===== src/rtl/bts_pkg.sv =====
package bts_pkg;
  localparam int CTRL_W = 12;

  localparam logic [3:0] MODE_A          = 4'd0;
  localparam logic [3:0] MODE_A_OR_B     = 4'd1;
  localparam logic [3:0] MODE_A_THEN_B   = 4'd2;
  localparam logic [3:0] MODE_A_AND_B    = 4'd3;
  localparam logic [3:0] MODE_A_NOT_B    = 4'd4;
  localparam logic [3:0] MODE_EVT_B      = 4'd5;
  localparam logic [3:0] MODE_A_THEN_EVT = 4'd6;
  localparam logic [3:0] MODE_INSIDE     = 4'd7;
  localparam logic [3:0] MODE_OUTSIDE    = 4'd8;

  localparam logic [1:0] CT_INSN = 2'b01;

  typedef struct packed {
    logic       loop_sup;
    logic       act_swi;
    logic       tag_c;
    logic       tag_ab;
    logic       en_c;
    logic       en_b;
    logic       en_a;
    logic       full;
    logic [3:0] mode;
  } ctrl_t;
endpackage


===== src/rtl/bts_cfg_regs.sv =====
module bts_cfg_regs
  import bts_pkg::*;
#(
  parameter int AW    = 16,
  parameter int DW    = 16,
  parameter int CFG_W = 16
) (
  input  logic                                 clk,
  input  logic                                 rst_n,
  input  logic                                 cfg_we,
  input  logic [1:0]                           cfg_addr,
  input  logic [CFG_W-1:0]                     cfg_wdata,
  output ctrl_t                                ctrl_o,
  output logic [AW-1:0]                        a_val_o,
  output logic [((AW > DW) ? AW : DW)-1:0]     b_val_o,
  output logic [AW-1:0]                        c_val_o,
  output logic                                 cfg_wr_o
);
  localparam int BW = (AW > DW) ? AW : DW;

  ctrl_t          ctrl_q, ctrl_d;
  logic [AW-1:0]  a_q, a_d, c_q, c_d;
  logic [BW-1:0]  b_q, b_d;

  always_comb begin
    ctrl_d = ctrl_q;
    a_d    = a_q;
    b_d    = b_q;
    c_d    = c_q;
    if (cfg_we) begin
      unique case (cfg_addr)
        2'd0: ctrl_d = ctrl_t'(cfg_wdata[CTRL_W-1:0]);
        2'd1: a_d    = cfg_wdata[AW-1:0];
        2'd2: b_d    = cfg_wdata[BW-1:0];
        default: c_d = cfg_wdata[AW-1:0];
      endcase
    end
  end

  always_ff @(posedge clk or negedge rst_n) begin
    if (!rst_n) begin
      ctrl_q <= '0;
      a_q    <= '0;
      b_q    <= '0;
      c_q    <= '0;
    end else if (cfg_we) begin
      ctrl_q <= ctrl_d;
      a_q    <= a_d;
      b_q    <= b_d;
      c_q    <= c_d;
    end
  end

  assign ctrl_o   = ctrl_q;
  assign a_val_o  = a_q;
  assign b_val_o  = b_q;
  assign c_val_o  = c_q;
  assign cfg_wr_o = cfg_we;
endmodule


===== src/rtl/bts_comparators.sv =====
module bts_comparators #(
  parameter int AW = 16,
  parameter int DW = 16
) (
  input  logic                             valid_i,
  input  logic [AW-1:0]                    addr_i,
  input  logic [DW-1:0]                    data_i,
  input  logic                             full_i,
  input  logic                             en_a_i,
  input  logic                             en_b_i,
  input  logic                             en_c_i,
  input  logic                             loop_sup_i,
  input  logic [AW-1:0]                    a_val_i,
  input  logic [((AW > DW) ? AW : DW)-1:0] b_val_i,
  input  logic [AW-1:0]                    c_val_i,
  output logic                             ma_o,
  output logic                             mb_o,
  output logic                             mc_o,
  output logic                             in_rng_o,
  output logic                             out_rng_o
);
  localparam int NADDR = 2;

  logic [AW-1:0] ref_v [NADDR];
  logic          en_v  [NADDR];
  logic          eq_v  [NADDR];

  assign ref_v[0] = a_val_i;
  assign ref_v[1] = c_val_i;
  assign en_v[0]  = en_a_i;
  assign en_v[1]  = en_c_i & ~loop_sup_i;

  for (genvar g = 0; g < NADDR; g++) begin : g_addr_cmp
    assign eq_v[g] = valid_i & en_v[g] & (addr_i == ref_v[g]);
  end

  logic b_addr_eq, b_data_eq, ge_lo, le_hi, both_en;

  assign b_addr_eq = (addr_i == b_val_i[AW-1:0]);
  assign b_data_eq = (data_i == b_val_i[DW-1:0]);
  assign ge_lo     = (addr_i >= a_val_i);
  assign le_hi     = (addr_i <= b_val_i[AW-1:0]);
  assign both_en   = valid_i & en_a_i & en_b_i;

  assign ma_o      = eq_v[0];
  assign mc_o      = eq_v[1];
  assign mb_o      = valid_i & en_b_i & (full_i ? b_data_eq : b_addr_eq);
  assign in_rng_o  = both_en & ge_lo & le_hi;
  assign out_rng_o = both_en & ~(ge_lo & le_hi);
endmodule


===== src/rtl/bts_trig_engine.sv =====
module bts_trig_engine
  import bts_pkg::*;
#(
  parameter int DW = 16
) (
  input  logic          clk,
  input  logic          rst_n,
  input  logic [3:0]    mode_i,
  input  logic          full_i,
  input  logic          tag_i,
  input  logic          en_a_i,
  input  logic          en_b_i,
  input  logic          cfg_wr_i,
  input  logic          valid_i,
  input  logic [1:0]    ctype_i,
  input  logic [DW-1:0] data_i,
  input  logic          ma_i,
  input  logic          mb_i,
  input  logic          in_rng_i,
  input  logic          out_rng_i,
  output logic          fire_o,
  output logic          trig_o,
  output logic          evt_o,
  output logic [DW-1:0] evt_data_o
);
  logic          armed_q, armed_d;
  logic          trig_q, evt_q;
  logic [DW-1:0] evt_data_q;
  logic          hit, fire, seq_mode, evt_mode, insn;

  assign seq_mode = (mode_i == MODE_A_THEN_B) | (mode_i == MODE_A_THEN_EVT);
  assign evt_mode = (mode_i == MODE_EVT_B) | (mode_i == MODE_A_THEN_EVT);
  assign insn     = valid_i & (ctype_i == CT_INSN);

  always_comb begin
    unique case (mode_i)
      MODE_A:          hit = ma_i;
      MODE_A_OR_B:     hit = ma_i | mb_i;
      MODE_A_THEN_B:   hit = armed_q & mb_i;
      MODE_A_AND_B:    hit = full_i & ma_i & mb_i;
      MODE_A_NOT_B:    hit = full_i & ma_i & ~mb_i;
      MODE_EVT_B:      hit = mb_i;
      MODE_A_THEN_EVT: hit = armed_q & mb_i;
      MODE_INSIDE:     hit = in_rng_i;
      MODE_OUTSIDE:    hit = out_rng_i;
      default:         hit = 1'b0;
    endcase
  end

  assign fire = hit & (~tag_i | insn);

  always_comb begin
    armed_d = armed_q;
    if (cfg_wr_i)               armed_d = 1'b0;
    else if (fire)              armed_d = 1'b0;
    else if (seq_mode & ma_i)   armed_d = 1'b1;
  end

  always_ff @(posedge clk or negedge rst_n) begin
    if (!rst_n) begin
      armed_q <= 1'b0;
      trig_q  <= 1'b0;
      evt_q   <= 1'b0;
    end else begin
      armed_q <= armed_d;
      trig_q  <= fire;
      evt_q   <= fire & evt_mode;
    end
  end

  always_ff @(posedge clk or negedge rst_n) begin
    if (!rst_n)                evt_data_q <= '0;
    else if (fire & evt_mode)  evt_data_q <= data_i;
  end

  assign fire_o     = fire;
  assign trig_o     = trig_q;
  assign evt_o      = evt_q;
  assign evt_data_o = evt_data_q;

  a_r4_armed_first: assert property (@(posedge clk) disable iff (!rst_n)
    trig_q && ($past(mode_i) == MODE_A_THEN_B || $past(mode_i) == MODE_A_THEN_EVT)
      |-> $past(armed_q));

  a_r5_full_only: assert property (@(posedge clk) disable iff (!rst_n)
    trig_q && ($past(mode_i) == MODE_A_AND_B || $past(mode_i) == MODE_A_NOT_B)
      |-> $past(full_i));

  a_r7_evt_with_trig: assert property (@(posedge clk) disable iff (!rst_n)
    evt_q |-> trig_q);

  a_r2_needs_enable: assert property (@(posedge clk) disable iff (!rst_n)
    trig_q |-> $past(valid_i && (en_a_i || en_b_i)));

  a_r8_tag_on_insn: assert property (@(posedge clk) disable iff (!rst_n)
    trig_q && $past(tag_i) |-> $past(valid_i && ctype_i == CT_INSN));
endmodule


===== src/rtl/bts_bp_ctrl.sv =====
module bts_bp_ctrl
  import bts_pkg::*;
(
  input  logic       clk,
  input  logic       rst_n,
  input  logic       valid_i,
  input  logic [1:0] ctype_i,
  input  logic       ab_fire_i,
  input  logic       tag_ab_i,
  input  logic       mc_i,
  input  logic       tag_c_i,
  input  logic       act_swi_i,
  input  logic       cfg_wr_i,
  input  logic       bp_clr_i,
  output logic       bp_dbg_o,
  output logic       bp_swi_o
);
  logic insn, set, force_hit;
  logic pend_q, pend_d, req_q, req_d, swi_q, swi_d;

  assign insn      = valid_i & (ctype_i == CT_INSN);
  assign force_hit = (ab_fire_i & ~tag_ab_i) | (mc_i & ~tag_c_i);
  assign set       = (ab_fire_i & tag_ab_i) | (mc_i & tag_c_i & insn) | (pend_q & insn);

  always_comb begin
    pend_d = cfg_wr_i ? 1'b0 : ((pend_q & ~insn) | force_hit);
    req_d  = set | (req_q & ~bp_clr_i);
    swi_d  = (set & ~req_q) ? act_swi_i : swi_q;
  end

  always_ff @(posedge clk or negedge rst_n) begin
    if (!rst_n) begin
      pend_q <= 1'b0;
      req_q  <= 1'b0;
      swi_q  <= 1'b0;
    end else begin
      pend_q <= pend_d;
      req_q  <= req_d;
      swi_q  <= swi_d;
    end
  end

  assign bp_dbg_o = req_q & ~swi_q;
  assign bp_swi_o = req_q & swi_q;

  a_r10_hold: assert property (@(posedge clk) disable iff (!rst_n)
    req_q && !bp_clr_i |=> req_q);

  a_r9_rise_on_insn: assert property (@(posedge clk) disable iff (!rst_n)
    $rose(req_q) |-> $past(valid_i && ctype_i == CT_INSN));

  a_r10_kind_stable: assert property (@(posedge clk) disable iff (!rst_n)
    req_q && $past(req_q) |-> $stable(bp_swi_o));
endmodule


===== src/rtl/bus_trigger_seq.sv =====
module bus_trigger_seq
  import bts_pkg::*;
#(
  parameter int AW    = 16,
  parameter int DW    = 16,
  parameter int CFG_W = 16
) (
  input  logic             clk,
  input  logic             rst_n,
  input  logic             cfg_we,
  input  logic [1:0]       cfg_addr,
  input  logic [CFG_W-1:0] cfg_wdata,
  input  logic             bus_valid,
  input  logic [AW-1:0]    bus_addr,
  input  logic [DW-1:0]    bus_data,
  input  logic [1:0]       bus_ctype,
  input  logic             bp_clr,
  output logic             trig,
  output logic             evt_valid,
  output logic [DW-1:0]    evt_data,
  output logic             bp_dbg_req,
  output logic             bp_swi_req
);
  localparam int BW = (AW > DW) ? AW : DW;

  ctrl_t         ctrl;
  logic [AW-1:0] a_val, c_val;
  logic [BW-1:0] b_val;
  logic          cfg_wr, ma, mb, mc, in_rng, out_rng, ab_fire;

  bts_cfg_regs #(.AW(AW), .DW(DW), .CFG_W(CFG_W)) u_cfg (
    .clk(clk), .rst_n(rst_n), .cfg_we(cfg_we), .cfg_addr(cfg_addr),
    .cfg_wdata(cfg_wdata), .ctrl_o(ctrl), .a_val_o(a_val), .b_val_o(b_val),
    .c_val_o(c_val), .cfg_wr_o(cfg_wr)
  );

  bts_comparators #(.AW(AW), .DW(DW)) u_cmp (
    .valid_i(bus_valid), .addr_i(bus_addr), .data_i(bus_data),
    .full_i(ctrl.full), .en_a_i(ctrl.en_a), .en_b_i(ctrl.en_b),
    .en_c_i(ctrl.en_c), .loop_sup_i(ctrl.loop_sup),
    .a_val_i(a_val), .b_val_i(b_val), .c_val_i(c_val),
    .ma_o(ma), .mb_o(mb), .mc_o(mc), .in_rng_o(in_rng), .out_rng_o(out_rng)
  );

  bts_trig_engine #(.DW(DW)) u_eng (
    .clk(clk), .rst_n(rst_n), .mode_i(ctrl.mode), .full_i(ctrl.full),
    .tag_i(ctrl.tag_ab), .en_a_i(ctrl.en_a), .en_b_i(ctrl.en_b),
    .cfg_wr_i(cfg_wr), .valid_i(bus_valid), .ctype_i(bus_ctype),
    .data_i(bus_data), .ma_i(ma), .mb_i(mb), .in_rng_i(in_rng),
    .out_rng_i(out_rng), .fire_o(ab_fire), .trig_o(trig),
    .evt_o(evt_valid), .evt_data_o(evt_data)
  );

  bts_bp_ctrl u_bp (
    .clk(clk), .rst_n(rst_n), .valid_i(bus_valid), .ctype_i(bus_ctype),
    .ab_fire_i(ab_fire), .tag_ab_i(ctrl.tag_ab), .mc_i(mc),
    .tag_c_i(ctrl.tag_c), .act_swi_i(ctrl.act_swi), .cfg_wr_i(cfg_wr),
    .bp_clr_i(bp_clr), .bp_dbg_o(bp_dbg_req), .bp_swi_o(bp_swi_req)
  );
endmodule


===== config.mk =====
export PLATFORM = sky130hd
export DESIGN_NAME = bus_trigger_seq
export DESIGN_NICKNAME = d
export VERILOG_FILES = /design/src/rtl/bts_pkg.sv /design/src/rtl/bts_cfg_regs.sv /design/src/rtl/bts_comparators.sv /design/src/rtl/bts_trig_engine.sv /design/src/rtl/bts_bp_ctrl.sv /design/src/rtl/bus_trigger_seq.sv
export SDC_FILE = /design/constraint.sdc
export NUM_CORES = 1
export LEC_CHECK = 0
export ABC_AREA = 0
export BUFFER_PORTS_ARGS = -buffer_cell sky130_fd_sc_hd__clkbuf_2
export CORE_ASPECT_RATIO = 1.2
export CORE_MARGIN = 5
export CORE_UTILIZATION = 56
export CTS_CLUSTER_SIZE = 24
export DETAILED_ROUTE_END_ITERATION = 12
export GPL_TIMING_DRIVEN = 0
export PLACE_DENSITY_LB_ADDON = 0.25
export SYNTH_ARGS = -nofsm -noshare
export SYNTH_HDL_FRONTEND = slang
export SYNTH_SLANG_ARGS = --single-unit

===== constraint.sdc =====
create_clock -name clk -period 4.23 [get_ports clk]
set_input_delay 0.423 -clock clk [delete_from_list [all_inputs] [get_ports clk]]
set_output_delay 0.423 -clock clk [all_outputs]
set_load 0.05 [all_outputs]

==> results of run 1 <==
placed cells by master, fill, tap and decap left out, types with 3 or more instances in the layout:
| master | count |
|---|---|
| nand2_1 | 9 |
| o21ai_0 | 5 |
| mux2_4 | 10 |
| nor3_1 | 6 |
| clkbuf_1 | 7 |
| nand3b_1 | 3 |
| nor2b_1 | 4 |
| xor2_1 | 28 |
| nand4_1 | 11 |
| nor2_1 | 4 |
| nor3b_1 | 3 |
| a21oi_1 | 13 |
| nand3_1 | 5 |
| clkbuf_2 | 74 |
| clkbuf_8 | 11 |
| xnor2_1 | 5 |
| a21o_1 | 4 |
| ha_1 | 32 |
| dfrtp_1 | 82 |
| inv_1 | 35 |
| mux2_2 | 64 |
| nor4_1 | 7 |
power groups by stage:
stage | clock [mW] | sequential, mW | combinational, mW
after floorplan | 0 | 1.01 | 0.329
after global placement | 0 | 1.00 | 0.482
after detailed placement | 0 | 1.01 | 0.504
after CTS | 0.535 | 0.997 | 0.507
after global routing | 0.568 | 1.01 | 0.565
final | 0.517 | 0.998 | 0.503
state kept, by name, indices dropped and copies added (netlist names):
register,cells
u_bp.pend_q,1
u_eng.armed_q,1
u_eng.evt_data_o,16
u_eng.trig_o,1
u_cfg.ctrl_o,12
u_bp.req_q,1
u_cfg.c_val_o,16
u_eng.evt_o,1
u_bp.swi_q,1
u_cfg.b_val_o,16
u_cfg.a_val_o,16
worst max-delay path by stage:
| stage | from | endpoint | slack, ps | depth (start not counted) |
|---|---|---|---|---|
| floorplan | bus_addr[14] | u_eng.evt_data_o[10]$_DFFE_PN0P_ | 1140 | 11 |
| CTS | u_cfg.b_val_o[14]$_DFFE_PN0P_ | u_eng.evt_data_o[7]$_DFFE_PN0P_ | 780 | 12 |
| detailed placement | bus_addr[14] | u_eng.evt_data_o[7]$_DFFE_PN0P_ | 680 | 12 |
| global route | u_cfg.b_val_o[14]$_DFFE_PN0P_ | u_eng.evt_data_o[7]$_DFFE_PN0P_ | 640 | 12 |
| finish | u_cfg.b_val_o[14]$_DFFE_PN0P_ | u_eng.evt_data_o[7]$_DFFE_PN0P_ | 810 | 12 |
| global placement | bus_addr[14] | u_eng.evt_data_o[7]$_DFFE_PN0P_ | 730 | 12 |
layout make-up:
type,instances,share of cell area [%]
multi-input cells,247,43.3
inverters,35,2.53
plain buffers,8,1.04
flip-flops and latches,82,39.6
clock inverters,4,0.507
repair buffers,76,7.82
clock buffers,12,2.99
well taps,92,2.22
layer usage:
layer  vias to the layer above  wire length (microns)  track usage (%)
li1                       1507                      -                -
met1                      1548                   4430             27.7
met2                        73                   4980             35.9
met3                        15                    413             3.48
met4                         0                    199             8.73
met5                         -                      0                0
cell families after synthesis:
group | Yosys count | synth area share [%]
buf+inv | 43 | 4.13
xor+xnor | 33 | 6.45
flops | 82 | 45.8
compound gates | 42 | 6.36
simple gates | 66 | 8.93
mux | 74 | 19.4
fa+ha+maj | 32 | 8.93
per-stage QoR:
stage | std cells | setup slack, ps
floorplan | 372 | 1140
global placement | 539 | 729
detailed placement | 540 | 679
CTS | 556 | 777
global route | 556 | 642
finish | 556 | 810
==> metrics.yaml, run 1 <==
status: "completed"
grtUsageTotal_pct: 21.4
r2r-end: "u_eng.evt_data_o[7]$_DFFE_PN0P_"
place_area_sq_um: 5000
h-tree-depth: 3
rows: 35
syn_to_final_growth_pct: 15.7
dr_total_vias: 3143
ys_seq_area_share_pct: 45.8
hold_buffers: 0
setup_tns_ps: 0
design_area_sq_um: 5180
path_buf_inv: 3
synth_edf_count: 0
total_power_mw: 2.02
antenna_found_initial: 0
dp_hpwl_microns: 8010
seqPwrFrac_pct: 49.5
skew_ps: 8.75
grt_overflow: 0
clock-sinks: 82
wirelength_microns: 10000
combPwrFrac_pct: 24.9
cts_tree: "done"
final_core_util_pct: 66.9
r2r_cells: 12
netlist_area_sq_um: 4480
p_clk_share_pct: 25.6
synth_top_area_share_pct: 45.8
worstMarginPinSlew_ps: 925
die_w_microns: 91.7
nNetsFinal: 548
min_path_type: "in2async"
r2r_setup_slack_ps: 810
ys_ff_latch: 82
leakagePower_nw: 2.59
die_area_sq_um: 9900
yosys_warnings: 0
maxCapViolations: 0
yosys-top-cells-area: "dfrtp_1, mux2_2, ha_1, xor2_1, mux2_4"
syn-num-nets: 461
switchingPower_mw: 0.627
grt_max_degree: 52
period_share_pct: 80.8
routabilityCongestion: 0.859
rsz0062_at_grt: "false"
antenna_cells: 0
crit_slowest_cell: "or4_1"
drc: 0
ys.flop_type: "dfrtp_1"
path_cells: "inv_1 -> ha_1 -> nand4_1 -> or4_1 -> or2_1 -> o31a_2 -> o211a_1 -> or3_1 -> buf_6 -> nand3_4 -> buf_12 -> mux2_4"
power.density_nw_per_um2: 389
first_global_vias: 3241
intPower_mw: 1.39
required_ps: 4470
drt_iter0_markers: 97
worst-path-max-fanout: 10
multi_input_area_sq_um: 2250
register_area_sq_um: 2050
r2r-start: "u_cfg.b_val_o[14]$_DFFE_PN0P_"
final.fill_count: 633
post_cts_resized: 0
synth-async-reset-ratio_pct: 100
slew_viol_final: 0
yosysMostFrequentCell: "dfrtp_1"
ioPinCount: 77
synthTopCellsByCount: "dfrtp_1, mux2_2, inv_1"
clockBufferDepth: 2
synthDistinctLibCells: 50
start_kind: "flop"
port_buffers: 75
syn_inst: 372
crit_arrival_ps: 3660
drtAntennaViolNets: 0
timing.setup.critical_path_class: "reg2reg"
cts-buffers-inserted: 9
yosysTopAreaCell: "dfrtp_1"
cp-end-kind: "flop"
die_y_microns: 108
power_switching_share_pct: 31.1
path_delay_family: "simple AND/OR/NAND/NOR gates"
slew_headroom_pct: 38.2
core_sq_um: 7750
routedWlPerCell_microns: 18.0
dr.pass1.iters: 6
finalSetupViolations: 0
worst_hold_slack_ps: 44.4
drive_above_1_share_pct: 37.3
grt_pass1_wl_microns: 16200
clk_latency_ps: 350
ir_drop_v: 0.000261
via_per_inst: 5.65
slowest_delay_ps: 580
clk_pin_slew_ps: 80
syn_area_per_cell_sq_um: 12.1
cts_setup_buffers: 0
fmax_mhz: 292
cts_root_buffer: "clkbuf_8"
start_util_pct: 57.8
finalHoldViolCount: 0
min_period_ps: 3420
Power figures use the tool's default switching activity.
==> run 2, diff against run 1 <==
- clock period: 4.23 -> 3.45 ns (I/O delays scaled with it)
==> run 2 against run 1 <==
Net effect: register-to-register slack worse by 660 ps; combinational power grew 29%; global-route usage is essentially flat; final cell count up 1.6%; hold slack improved by 150 ps; wire length increased by 0.91%; sequential cell count unchanged; worst setup slack worse by 660 ps; fmax up 3.6%; highest routed layer unchanged.
==> metrics.yaml, run 2 (synthesis gave the netlist of run 1 again) <==
status: "completed"
dr_total_vias: 3139  # -0.13%
routabilityCongestion: 0.859  # unchanged
finalSetupViolations: 0  # unchanged
p_clk_share_pct: 25.4  # -0.2 points
required_ps: 3690  # -780 ps
switchingPower_mw: 0.778  # +24%
seqPwrFrac_pct: 48.7  # -0.8 points
power_switching_share_pct: 31.1  # about the same
finalHoldViolCount: 0  # unchanged
routedWlPerCell_microns: 17.9  # -0.70%
clk_latency_ps: 350  # about the same
drive_above_1_share_pct: 38.7  # +1.4 points
antenna_cells: 0  # unchanged
syn_to_final_growth_pct: 17.6
slew_viol_final: 0  # unchanged
die_y_microns: 108  # unchanged
nNetsFinal: 557  # +1.6%
clk_pin_slew_ps: 80  # about the same
place_area_sq_um: 5000  # unchanged
rows: 35  # unchanged
leakagePower_nw: 2.64  # +1.9%
skew_ps: 7.16  # -1.58 ps
clock-sinks: 82  # unchanged
wirelength_microns: 10100  # +0.91%
first_global_vias: 3246  # +0.15%
design_area_sq_um: 5270  # +1.7%
period_share_pct: 95.7  # +15 points
power.density_nw_per_um2: 475  # +22%
worstMarginPinSlew_ps: 950  # +25.0 ps
drc: 0  # unchanged
core_sq_um: 7750  # unchanged
die_area_sq_um: 9900  # unchanged
drt_iter0_markers: 100  # +3.1%
cts_tree: "done"
setup_tns_ps: 0  # unchanged
h-tree-depth: 3  # unchanged
total_power_mw: 2.50  # +24%
min_period_ps: 3300  # -117 ps
port_buffers: 75  # unchanged
dr.pass1.iters: 4  # -2
combPwrFrac_pct: 25.9  # +1.0 points
layout_commonest_cell: "dfrtp_1"
timing.setup.critical_path_class: "reg2reg"
start_kind: "flop"
grtUsageTotal_pct: 21.5  # +0.045 points
slew_headroom_pct: 36.5  # -1.7 points
die_w_microns: 91.7  # unchanged
cp-end-kind: "flop"
worst_hold_slack_ps: 192  # +148 ps
cts_root_buffer: "clkbuf_8"
drtAntennaViolNets: 0  # unchanged
final_cell_mix: "dfrtp_1, clkbuf_2, mux2_2"
cts-buffers-inserted: 9  # unchanged
worst-path-max-fanout: 6  # -4
rsz0062_at_grt: "false"
ioPinCount: 77  # unchanged
intPower_mw: 1.72  # +24%
grt_overflow: 0  # unchanged
grt_pass1_wl_microns: 16300  # +0.13%
min_path_type: "in2reg"
ir_drop_v: 0.000321  # +23%
antenna_found_initial: 0  # unchanged
fmax_mhz: 303  # +3.6%
dp_hpwl_microns: 8010  # unchanged
maxCapViolations: 0  # unchanged
crit_arrival_ps: 3540  # -120 ps
grt_max_degree: 52  # unchanged
via_per_inst: 5.56  # -1.7%
final.fill_count: 623  # -1.6%
clockBufferDepth: 2  # unchanged
start_util_pct: 57.8  # unchanged
==> run 2: cell types whose count changed in the layout (fill, tap and decap cells not counted) <==
cell,before,now
buf_4,0,7
dlygate4sd3_1,0,1
dfrtp_1,82,81
or4_4,0,1
dfrtp_2,0,1
buf_12,1,2
or4_1,1,0
==> run 2: worst max-delay path, stage by stage (launching register included) <==
cell     delay, ps
dfrtp_1        380
inv_1           60
ha_1           290
nand4_1        180
or4_4          580
or2_1          270
o31a_2         140
o211a_1        210
or3_1          390
buf_6          150
nand3_4         80
buf_12         130
mux2_2         330
==> run 2: final cells by class <==
type	instances	area [sq um]	share of cell area (%)
clock inverter	4	26.3	0.498
multi-input combinational	247	2250	42.7
sequential	82	2050	38.9
inverter	35	131	2.49
clock buffer	12	155	2.94
buffer	8	53.8	1.02
timing repair buffer	85	488	9.25
tap	92	115	2.18
==> run 2: layer usage <==
metal	wire length, microns	track usage (%)	vias to the layer above
li1	-	-	1520
met1	4480	27.8	1539
met2	5060	36.0	68
met3	414	3.41	12
met4	155	8.73	0
met5	0	0	-
==> run 2: final timing paths <==
path	end	start	cells past startpoint	slack, ps
max	u_eng.evt_data_o[13]$_DFFE_PN0P_	u_cfg.b_val_o[15]$_DFFE_PN0P_	12	150
min in group asynchronous	u_eng.evt_data_o[12]$_DFFE_PN0P_	rst_n	2	510
max in group asynchronous	u_cfg.c_val_o[10]$_DFFE_PN0P_	rst_n	3	2330
min reg2reg	u_cfg.a_val_o[14]$_DFFE_PN0P_	u_cfg.a_val_o[14]$_DFFE_PN0P_	1	510
min	u_bp.req_q$_DFF_PN0_	bp_clr	2	190
max reg2reg	u_eng.evt_data_o[13]$_DFFE_PN0P_	u_cfg.b_val_o[15]$_DFFE_PN0P_	12	150
==> run 2: power by group through the flow <==
stage               combinational [mW]  clock [mW]  sequential, mW
finish                           0.648       0.637            1.22
global route                     0.724       0.696            1.24
CTS                              0.628       0.655            1.22
detailed placement               0.617           0            1.24
global placement                 0.591           0            1.23
floorplan                        0.403           0            1.24
==> run 2: what timing repair did <==
action	CTS	global route
hold endpoints to repair	31	0
pin swaps	0	1
gates resized for setup	0	2
setup endpoints to repair	2	10
hold buffers	1	0
cloned	0	0
buffers inserted	1	7
==> run 2: through the flow <==
| stage | instances | utilization (%) | worst slack [ps] |
|---|---|---|---|
| 3_3_place_gp | 539 | 64.2 | 26.8 |
| 5_1_grt | 565 | 68.0 | 24.7 |
| 3_5_place_dp | 540 | 64.6 | -23.0 |
| 6_report | 565 | 68.0 | 148 |
| 2_1_floorplan | 372 | - | 390 |
| 4_1_cts | 558 | 67.1 | 51.7 |
